File: config.mk
export PLATFORM = sky130hd
export DESIGN_NAME = jr_slot_ctrl
export DESIGN_NICKNAME = d
export VERILOG_FILES = /design/src/rtl/jrsa_pkg.sv /design/src/rtl/jrsa_ring.sv /design/src/rtl/jrsa_coalesce.sv /design/src/rtl/jr_slot_ctrl.sv
export SDC_FILE = /design/constraint.sdc
export NUM_CORES = 1
export LEC_CHECK = 0
export ABC_CLOCK_PERIOD_IN_PS = 9560
export BUFFER_PORTS_ARGS = -buffer_cell sky130_fd_sc_hd__clkbuf_2
export CAP_MARGIN = 20
export CORE_MARGIN = 2
export CORE_UTILIZATION = 40
export CTS_CLUSTER_SIZE = 16
export DETAILED_ROUTE_END_ITERATION = 10
export PLACE_DENSITY_LB_ADDON = 0.2
export REMOVE_ABC_BUFFERS = 1
export SKIP_LAST_GASP = 1
export SYNTH_ARGS = -nofsm -noshare
export SYNTH_HDL_FRONTEND = slang
export SYNTH_SLANG_ARGS = --single-unit
File: constraint.sdc
create_clock -name clk -period 9.56 [get_ports clk]
set_input_delay 2.868 -clock clk [delete_from_list [all_inputs] [get_ports clk]]
set_output_delay 2.868 -clock clk [all_outputs]
set_load 0.02 [all_outputs]
File: src/rtl/jrsa_pkg.sv
package jrsa_pkg;
  typedef enum logic [1:0] {
    HALT_NONE = 2'b00,
    HALT_BUSY = 2'b01,
    HALT_DONE = 2'b10
  } halt_e;

  localparam logic [3:0] ERR_RMV_OVF = 4'd8;
  localparam logic [3:0] ERR_ADD_OVF = 4'd9;

  typedef struct packed {
    logic [15:0] tmr_thr;
    logic [7:0]  cnt_thr;
    logic [4:0]  spare;
    logic        stop_on_err;
    logic        coal_en;
    logic        irq_mask;
  } cfg_t;
endpackage

File: src/rtl/jrsa_ring.sv
module jrsa_ring #(
  parameter int W           = 10,
  parameter int DEF_SIZE    = 8,
  parameter bit FILL_ON_CLR = 1'b1
) (
  input  logic         clk,
  input  logic         rst_n,
  input  logic         clr,
  input  logic [W-1:0] size_next,
  input  logic         sw_wr,
  input  logic [W-1:0] sw_cnt,
  input  logic         hw_op,
  input  logic         hw_en,
  output logic [W-1:0] size,
  output logic [W-1:0] level,
  output logic [W-1:0] idx,
  output logic         sw_err,
  output logic         hw_done,
  output logic         hw_err
);
  localparam logic [W-1:0] DEF_SZ  = W'(DEF_SIZE);
  localparam logic [W-1:0] DEF_LVL = FILL_ON_CLR ? DEF_SZ : '0;

  logic         room;
  logic         sw_ok;
  logic [W:0]   level_n;

  assign room    = level < size;
  assign hw_done = hw_op && hw_en && room;
  assign hw_err  = hw_op && hw_en && !room;
  assign sw_ok   = sw_wr && (sw_cnt <= level);
  assign sw_err  = sw_wr && (sw_cnt > level);
  assign level_n = {1'b0, level} - (sw_ok ? {1'b0, sw_cnt} : '0) + {{W{1'b0}}, hw_done};

  always_ff @(posedge clk or negedge rst_n) begin
    if (!rst_n) begin
      size  <= DEF_SZ;
      level <= DEF_LVL;
      idx   <= '0;
    end else if (clr) begin
      size  <= size_next;
      level <= FILL_ON_CLR ? size_next : '0;
      idx   <= '0;
    end else begin
      level <= level_n[W-1:0];
      if (hw_done) idx <= (idx == size - 1'b1) ? '0 : idx + 1'b1;
    end
  end

  a_r5_level_le_size: assert property (@(posedge clk) disable iff (!rst_n)
    level <= size);
  a_r2_idx_in_ring: assert property (@(posedge clk) disable iff (!rst_n)
    (size != '0) |-> (idx < size));
  a_r5_full_ignored: assert property (@(posedge clk) disable iff (!rst_n)
    (hw_op && hw_en && level == size && !sw_wr && !clr) |=> $stable(level) && $stable(idx));
  a_r10_clr_zero_idx: assert property (@(posedge clk) disable iff (!rst_n)
    clr |=> (idx == '0));
endmodule

File: src/rtl/jrsa_coalesce.sv
module jrsa_coalesce #(
  parameter int CNT_W    = 8,
  parameter int TMR_W    = 16,
  parameter int TICK_DIV = 4
) (
  input  logic             clk,
  input  logic             rst_n,
  input  logic             clr,
  input  logic             en,
  input  logic             done,
  input  logic [CNT_W-1:0] cnt_thr,
  input  logic [TMR_W-1:0] tmr_thr,
  output logic             fire
);
  localparam int PW = (TICK_DIV > 1) ? $clog2(TICK_DIV) : 1;
  localparam logic [PW-1:0] PLAST = PW'(TICK_DIV - 1);

  logic [CNT_W-1:0] cnt;
  logic [TMR_W-1:0] tmr;
  logic [PW-1:0]    presc;
  logic             tick, cnt_hit, tmr_hit;
  logic [CNT_W:0]   cnt_lim;

  assign cnt_lim = (cnt_thr == '0) ? (CNT_W+1)'(1) : {1'b0, cnt_thr};
  assign tick    = (cnt != '0) && (presc == PLAST);
  assign cnt_hit = done && (({1'b0, cnt} + 1'b1) >= cnt_lim);
  assign tmr_hit = (tmr_thr != '0) && tick && (({1'b0, tmr} + 1'b1) >= {1'b0, tmr_thr});
  assign fire    = en ? (cnt_hit || tmr_hit) : done;

  always_ff @(posedge clk or negedge rst_n) begin
    if (!rst_n) begin
      cnt <= '0; tmr <= '0; presc <= '0;
    end else if (clr || !en || cnt_hit || tmr_hit) begin
      cnt <= '0; tmr <= '0; presc <= '0;
    end else begin
      if (done) cnt <= cnt + 1'b1;
      if (done && cnt == '0) begin
        tmr   <= '0;
        presc <= '0;
      end else if (cnt != '0) begin
        if (tick) begin
          presc <= '0;
          tmr   <= tmr + 1'b1;
        end else begin
          presc <= presc + 1'b1;
        end
      end
    end
  end

  a_r9_timer_idle: assert property (@(posedge clk) disable iff (!rst_n)
    (cnt == '0) |-> (tmr == '0 && presc == '0));
endmodule

File: src/rtl/jr_slot_ctrl.sv
module jr_slot_ctrl
  import jrsa_pkg::*;
#(
  parameter int W        = 10,
  parameter int DEF_SIZE = 8,
  parameter int TICK_DIV = 4
) (
  input  logic         clk,
  input  logic         rst_n,
  input  logic         cfg_wr,
  input  logic [31:0]  cfg_wdata,
  output logic [31:0]  cfg_q,
  input  logic         in_size_wr,
  input  logic         out_size_wr,
  input  logic [W-1:0] size_wdata,
  output logic [W-1:0] in_size,
  output logic [W-1:0] out_size,
  input  logic         jobs_add_wr,
  input  logic         jobs_rmv_wr,
  input  logic [W-1:0] jobs_cnt,
  input  logic         sts_w1c_wr,
  input  logic [3:0]   sts_w1c,
  input  logic         ring_reset_req,
  input  logic         hw_consume,
  input  logic         hw_produce,
  input  logic         hw_busy,
  output logic         hw_enable,
  output logic [W-1:0] in_avail,
  output logic [W-1:0] out_full,
  output logic [W-1:0] in_rd_idx,
  output logic [W-1:0] out_wr_idx,
  output logic [31:0]  int_status,
  output logic         irq,
  output logic         hw_fault
);
  localparam logic [W-1:0] DEF_SZ = W'(DEF_SIZE);

  cfg_t        cfg;
  halt_e       halt;
  logic [W-1:0] in_size_pend, out_size_pend;
  logic        ring_clr;
  logic        add_err, rmv_err, in_hw_err, out_hw_err;
  logic        in_done, out_done, fire;
  logic        cmp_flag, err_flag;
  logic [3:0]  err_type;

  assign ring_clr  = (halt == HALT_BUSY) && !hw_busy;
  assign hw_enable = (halt == HALT_NONE) && !(cfg.stop_on_err && err_flag);
  assign cfg_q     = cfg;

  always_ff @(posedge clk or negedge rst_n) begin
    if (!rst_n) begin
      cfg           <= '0;
      in_size_pend  <= DEF_SZ;
      out_size_pend <= DEF_SZ;
    end else begin
      if (cfg_wr)      cfg           <= cfg_t'(cfg_wdata);
      if (in_size_wr)  in_size_pend  <= size_wdata;
      if (out_size_wr) out_size_pend <= size_wdata;
    end
  end

  jrsa_ring #(.W(W), .DEF_SIZE(DEF_SIZE), .FILL_ON_CLR(1'b1)) u_in_ring (
    .clk(clk), .rst_n(rst_n), .clr(ring_clr), .size_next(in_size_pend),
    .sw_wr(jobs_add_wr), .sw_cnt(jobs_cnt), .hw_op(hw_consume), .hw_en(hw_enable),
    .size(in_size), .level(in_avail), .idx(in_rd_idx),
    .sw_err(add_err), .hw_done(in_done), .hw_err(in_hw_err));

  jrsa_ring #(.W(W), .DEF_SIZE(DEF_SIZE), .FILL_ON_CLR(1'b0)) u_out_ring (
    .clk(clk), .rst_n(rst_n), .clr(ring_clr), .size_next(out_size_pend),
    .sw_wr(jobs_rmv_wr), .sw_cnt(jobs_cnt), .hw_op(hw_produce), .hw_en(hw_enable),
    .size(out_size), .level(out_full), .idx(out_wr_idx),
    .sw_err(rmv_err), .hw_done(out_done), .hw_err(out_hw_err));

  jrsa_coalesce #(.CNT_W(8), .TMR_W(16), .TICK_DIV(TICK_DIV)) u_coal (
    .clk(clk), .rst_n(rst_n), .clr(ring_clr), .en(cfg.coal_en), .done(out_done),
    .cnt_thr(cfg.cnt_thr), .tmr_thr(cfg.tmr_thr), .fire(fire));

  // Status flags, error type, sticky fault and halt sequencing
  always_ff @(posedge clk or negedge rst_n) begin
    if (!rst_n) begin
      cmp_flag <= 1'b0;
      err_flag <= 1'b0;
      err_type <= '0;
      hw_fault <= 1'b0;
      halt     <= HALT_NONE;
    end else begin
      if (fire)                           cmp_flag <= 1'b1;
      else if (sts_w1c_wr && sts_w1c[0])  cmp_flag <= 1'b0;

      if (add_err) begin
        err_flag <= 1'b1;
        err_type <= ERR_ADD_OVF;
      end else if (rmv_err) begin
        err_flag <= 1'b1;
        err_type <= ERR_RMV_OVF;
      end else if (sts_w1c_wr && sts_w1c[1]) begin
        err_flag <= 1'b0;
        err_type <= '0;
      end

      if (ring_clr)                       hw_fault <= 1'b0;
      else if (in_hw_err || out_hw_err)   hw_fault <= 1'b1;

      unique case (halt)
        HALT_NONE: if (ring_reset_req) halt <= HALT_BUSY;
        HALT_BUSY: if (!hw_busy)       halt <= HALT_DONE;
        HALT_DONE: if (sts_w1c_wr && (sts_w1c[3] || sts_w1c[2])) halt <= HALT_NONE;
        default:                       halt <= HALT_NONE;
      endcase
    end
  end

  assign int_status = {20'b0, err_type, 4'b0, halt, err_flag, cmp_flag};
  assign irq        = (cmp_flag || err_flag) && !cfg.irq_mask;

  a_r10_halt_waits: assert property (@(posedge clk) disable iff (!rst_n)
    (halt == HALT_BUSY && hw_busy) |=> (halt == HALT_BUSY));
  a_r4_err_code: assert property (@(posedge clk) disable iff (!rst_n)
    err_flag |-> (err_type == ERR_ADD_OVF || err_type == ERR_RMV_OVF));
  a_r4_no_add_overflow: assert property (@(posedge clk) disable iff (!rst_n)
    (jobs_add_wr && jobs_cnt > in_avail && !ring_clr && !in_done) |=> $stable(in_avail));
endmodule

-- Word level (Yosys, flattened, before mapping)
Cells that the tools add are included.
Widths: inputs -> output; s select.
- bits in registers: 147
- bits of input ports: 68
- output and inout port bits: 127
- logic and storage cells: 137
- add/subtract/negate cells: 13
- magnitude comparators: 8
- eq/ne operators: 8
- multiplexer cells: 36
- reductions and logical operators: 50
- operators by type and width (operator ; number):
    $mux 10 ; 10
    $mux 16 ; 4
    $mux 8 ; 3
    $logic_and 1x1->1 ; 22
    $add 10x1->10 ; 2
    $add 10x1->10 const B ; 2
    $eq 10x10->1 ; 2
    $gt 10x10->1 ; 2
    $le 10x10->1 ; 2
    $lt 10x10->1 ; 2
    $sub 10x1->10 const B ; 2
    $sub 10x10->10 ; 2
    $add 16x1->17 const B ; 1
    $ge 17x16->1 ; 1
    $add 16x1->16 const B ; 1
    $logic_not 8->1 ; 2
    $reduce_bool 16->1 ; 1
    $mux 2 ; 7
    $mux 4 ; 3
    $reduce_bool 2->1 ; 5
    $add 8x1->9 const B ; 1
    $ge 9x9->1 ; 1
    $reduce_bool 3->1 ; 3
    $add 8x1->8 const B ; 1
    other kinds (12) ; 33

-- Longest topological paths before layout
- depth after elaboration: 10
- mapped depth: 21
- mapped depth without buffers: 20

-- Modules after synthesis
A second synthesis with hierarchy kept.
- cells, all modules: 1037
- area total of the unflattened synthesis: 10070.9 um^2
- by module, submodules not included (module ; instances ; cells an instance ; area an instance (um^2) ; sequential area each (um^2)):
    jrsa_ring (u_out_ring) ; 1 ; 309 ; 2617.5 ; 752.0
    jr_slot_ctrl ; 1 ; 163 ; 2558.7 ; 1453.9
    jrsa_ring (u_in_ring) ; 1 ; 288 ; 2528.7 ; 753.2
    jrsa_coalesce ; 1 ; 277 ; 2366.0 ; 650.6

-- Worst setup path before layout
Ideal clock, no wire load.
- path kind: input to register
- start: in jobs_cnt[7]
- end: reg u_in_ring.level[8]
- library setup time: 135 ps
- arrival: 6422 ps
- required time: 9425 ps
- setup slack: 3004 ps
- stages: 19
- path buffers: 1
- cells stage by stage: ha_1 -> a211oi_1 -> nor2_1 -> a2111oi_0 -> nor2_1 -> nor2b_1 -> clkbuf_1 -> and2_1 -> ha_1 -> inv_1 -> ha_1 -> fa_1 -> a21o_1 -> a21oi_1 -> o21bai_1 -> a211o_1 -> a31oi_1 -> xor2_1 -> o21ai_0
- word-level cells in the longest chain between the ends: 6
- RTL lines (element ; RTL line ; source):
    from (decl) ; jr_slot_ctrl.sv:20 ; input logic [W-1:0] jobs_cnt,
    $le 10x10->1 ; jrsa_ring.sv:31 ; assign sw_ok = sw_wr && (sw_cnt <= level);
    $logic_and 1x1->1 ; jrsa_ring.sv:31 ;
    $mux 10 (*) ; jrsa_ring.sv:33 ; assign level_n = {1'b0, level} - (sw_ok ? {1'b0, sw_cnt} : '0) + {{W{1'b0}}, hw_done};
    $sub 10x10->10 (*) ; jrsa_ring.sv:33 ;
    $add 10x1->10 (*) ; jrsa_ring.sv:33 ;
    $mux 10 (*) ; jrsa_ring.sv:40 ; end else if (clr) begin
    to (signal assigned) ; jrsa_ring.sv:42 ; level <= FILL_ON_CLR ? size_next : '0;
    to (signal assigned) ; jrsa_ring.sv:45 ; level <= level_n[W-1:0];
    to (decl) ; jrsa_ring.sv:15 ; output logic [W-1:0] level,
Mark *: on every way between the ends. The rest lies on a longest branch, timed or not.
A chain may end at the register's enable or synchronous reset.

-- Worst setup path in the final report
Ends and elaborated chain as after synthesis.

==> results by group <==
Run status
  – Outcome: finished, final reports clean

Logic synthesis
  – EDFF count, synth: 0
  – Mapped Cells: 1051
  – Yosys cell types: 67
  – Yosys Warn Count: 0
  – Area leader, netlist: dfrtp_1
  – Commonest cells in the netlist: dfrtp_1, nand2_1, ha_1
  – Mapped Avg Cell Area: 9.11 sq um
  – Synth top area cells: dfrtp_1, ha_1, o21ai_0
  – Synthesized cell area: 0.00958 sq mm
  – Post-synth ARST share: 100%
  – Sequential area share after synthesis: 37.7%
  – Main synth FF type: dfrtp_1
  – Seq cells post-synth: 144
  – Top-count cell post-synth: dfrtp_1
  – Yosys top cell area share: 36.3%

CTS
  – Clk root buf: clkbuf_16
  – Clock Latency Late Sink: 430 ps
  – CTS buffer count: 17
  – PostCTS Resize Cnt: 0
  – Clk sinks: 144
  – Clock buffer depth: 2
  – Setup bufs post-CTS: 0
  – CTS tree: yes
  – CTS Hold Buffers Added: 0
  – Worst-path clk slew: 60 ps
  – Htree depth: 4

GRT
  – Most Crowded Layer GR: met2
  – First-pass GRT wire length: 40.4 mm
  – Global Route met3 Usage: 4.13%
  – Overflow after GRT: 0
  – Vias in the first global route: 7650
  – Antenna violations before repair: 0
  – Gr usage total: 19.9%
  – Met1 Use GR: 28.2%
  – Met2 Use GR: 30.9%
  – Largest net degree at the start of global routing: 87

Pwr
  – Sequential power share: 29.4%
  – P per Cell Area: 299 mW/mm^2
  – Combinational power share: 50.2%
  – Clk pwr share: 20.5%
  – Pint: 1.86 mW
  – Cell leakage power: 5.56 nW
  – Switch Pwr: 1.50 mW
  – Switching Fraction: 44.7%
  – Worst VDD drop: 0.143 mV

STA
  – FMAX: 0.146 GHz
  – Rel. slew slack: 38.3%
  – Min Tclk post-route: 6830 ps
  – Setup violations, final: 0
  – RSZ-0062 raised after global routing: false
  – Final Hold Vio Count: 0
  – Final WS setup: 2730 ps
  – Final Max Slew Viols: 0
  – Setup TNS: 0 ps
  – Hold WS: 480 ps
  – Share of the clock period used by the worst path: 71.4%
  – Layout Skew: 13.9 ps
  – Measured slew at the worst slew-check pin: 926 ps

Layout
  – Layout area overhead: 17.1%
  – Post-Route Utilization: 47.8%
  – Proportion of layout cells with a drive suffix above 1: 21.1%
  – Final std cells w/o fill: 1540
  – Nets: 1384
  – # diodes: 0

Hold path
  – Min-delay src: out_size_pend[9]
  – Hold Path End: u_out_ring.size[9]
  – Hold Path Class: reg2reg
  – Worst hold path cell count: 2

Setup path
  – Crit path DAT: 7100 ps
  – Critical Path End Type: flop
  – CP required: 9840 ps
  – R2R depth: 19
  – Flop2flop setup slack: 4720 ps
  – Reg-to-Reg Start: u_in_ring.level[3]
  – CP Max Fanout: 9
  – R2r endpoint: u_in_ring.level[8]
  – Critical path type: in2reg
  – Setup crit start kind: primary input

Floorplanning
  – I/O Pins: 195
  – Core ar.: 0.0235 sq mm
  – Initial Utilization: 40.8%
  – Floorplan die width: 159 um
  – Die Area: 0.0252 sq mm
  – # rows: 56
  – Die H: 159 um

Placement
  – Placed cell count: 1508
  – IO Port Bufs: 168
  – Post-detail-place hpwl: 19.2 mm
  – Dpl ws: 2350 ps
  – Gpl congestion: 0.873

Drt
  – 1st-pass router iterations: 5
  – Initial DRC Count: 484
  – DRC violations left: 0
  – DR vias/cell: 5.13
  – DR vias: 7901
  – Post-DR wirelength/cell: 16.1 um
  – DRT Wirelength: 24.8 mm
  – Post-route ant nets: 0

Run
  – Max_cap viols: 0
## routing by layer
metal | wire length (um) | vias up
li1 | - | 3934
met1 | 12000 | 3744
met2 | 11200 | 205
met3 | 1370 | 18
met4 | 277 | 0
met5 | 0 | -
## sequential cells by signal, indices dropped and copies added (netlist names)
name              flops
cfg_q                32
u_out_ring.idx       10
u_out_ring.level     10
u_in_ring.level      10
u_coal.cnt            8
halt                  2
in_size_pend         10
err_type              2
u_in_ring.idx        10
u_out_ring.size      10
hw_fault              1
u_coal.tmr           16
u_in_ring.size       10
out_size_pend        10
cmp_flag              1
u_coal.presc          2
## cell usage in the layout (no fill, tap or decap), types with 10 or more instances in the layout
cell / synthesis / routed
clkbuf_16: 0 / 17
ha_1: 106 / 106
nand2_1: 119 / 119
a211oi_1: 10 / 10
nor2_1: 65 / 65
conb_1: 1 / 26
inv_1: 81 / 81
xor2_1: 39 / 39
and3_1: 19 / 19
a21oi_1: 39 / 38
nand3_1: 46 / 46
nand4_1: 14 / 14
nand2b_1: 11 / 11
dfrtp_1: 139 / 139
clkbuf_2: 0 / 167
mux2_2: 29 / 29
xnor2_1: 39 / 39
o21ai_0: 93 / 93
nor4_1: 12 / 12
a21o_1: 15 / 15
nor3_1: 18 / 18
## through the flow
| stage | power (mW) | instance area, sq um |
|---|---|---|
| after global placement | 2.65 | 10600 |
| final | 3.35 | 11200 |
| after floorplan | 2.15 | 9330 |
| after detailed placement | 2.68 | 10600 |
| after global routing | 3.64 | 11200 |
| after CTS | 3.38 | 11200 |
## power groups by stage
stage / logic [mW] / registers (mW) / clock network (mW)
global placement: 1.66 / 0.997 / 0
floorplan: 1.09 / 1.06 / 0
finish: 1.68 / 0.985 / 0.686
CTS: 1.69 / 0.989 / 0.699
global route: 1.91 / 1.01 / 0.726
detailed placement: 1.68 / 1.00 / 0
## cell type report
| class | instances | area [sq um] |
|---|---|---|
| fill | 2265 | 12300 |
| multi-input combinational | 792 | 5420 |
| sequential | 144 | 3610 |
| timing repair buffer | 171 | 870 |
| clock buffer | 19 | 453 |
| tap | 319 | 399 |
| inverter | 82 | 308 |
| clock inverter | 13 | 151 |
## worst max-delay path: stages
cell and delay [ps]:
clkbuf_2 120, ha_1 310, a211oi_1 240, nor2_1 80
a2111oi_0 540, nor2_1 170, nor2b_1 480, and2_1 220
ha_1 120, inv_1 40, ha_1 210, fa_1 410
a21o_1 190, a21oi_1 220, o21bai_1 120, a211o_1 300
a31oi_1 190, xor2_1 160, o21ai_0 100
## logic make-up after synthesis
logic type / count (synthesis) / synth area share (%)
AO/OA/AOI/OAI: 203 / 12.9
XOR/XNOR: 78 / 7.13
adder cells (fa/ha/maj): 108 / 14.3
buffers and inverters: 140 / 6.79
flip-flops: 144 / 37.7
multiplexers: 30 / 3.51
other: 1 / 0.0392
AND/OR/NAND/NOR: 347 / 17.6
## worst max path at each step
stage / start / to / slack, ps / cells past startpoint
final: jobs_cnt[7] / u_in_ring.level[8] / 2730 / 19
after global routing: jobs_cnt[7] / u_in_ring.level[9] / 2410 / 17
after CTS: jobs_cnt[7] / u_in_ring.level[8] / 2790 / 19
after detailed placement: jobs_cnt[7] / u_in_ring.level[8] / 2350 / 19
after global placement: jobs_cnt[7] / u_in_ring.level[8] / 2500 / 19
after floorplan: jobs_cnt[7] / u_in_ring.level[8] / 2890 / 18
Power figures use the tool's default switching activity.
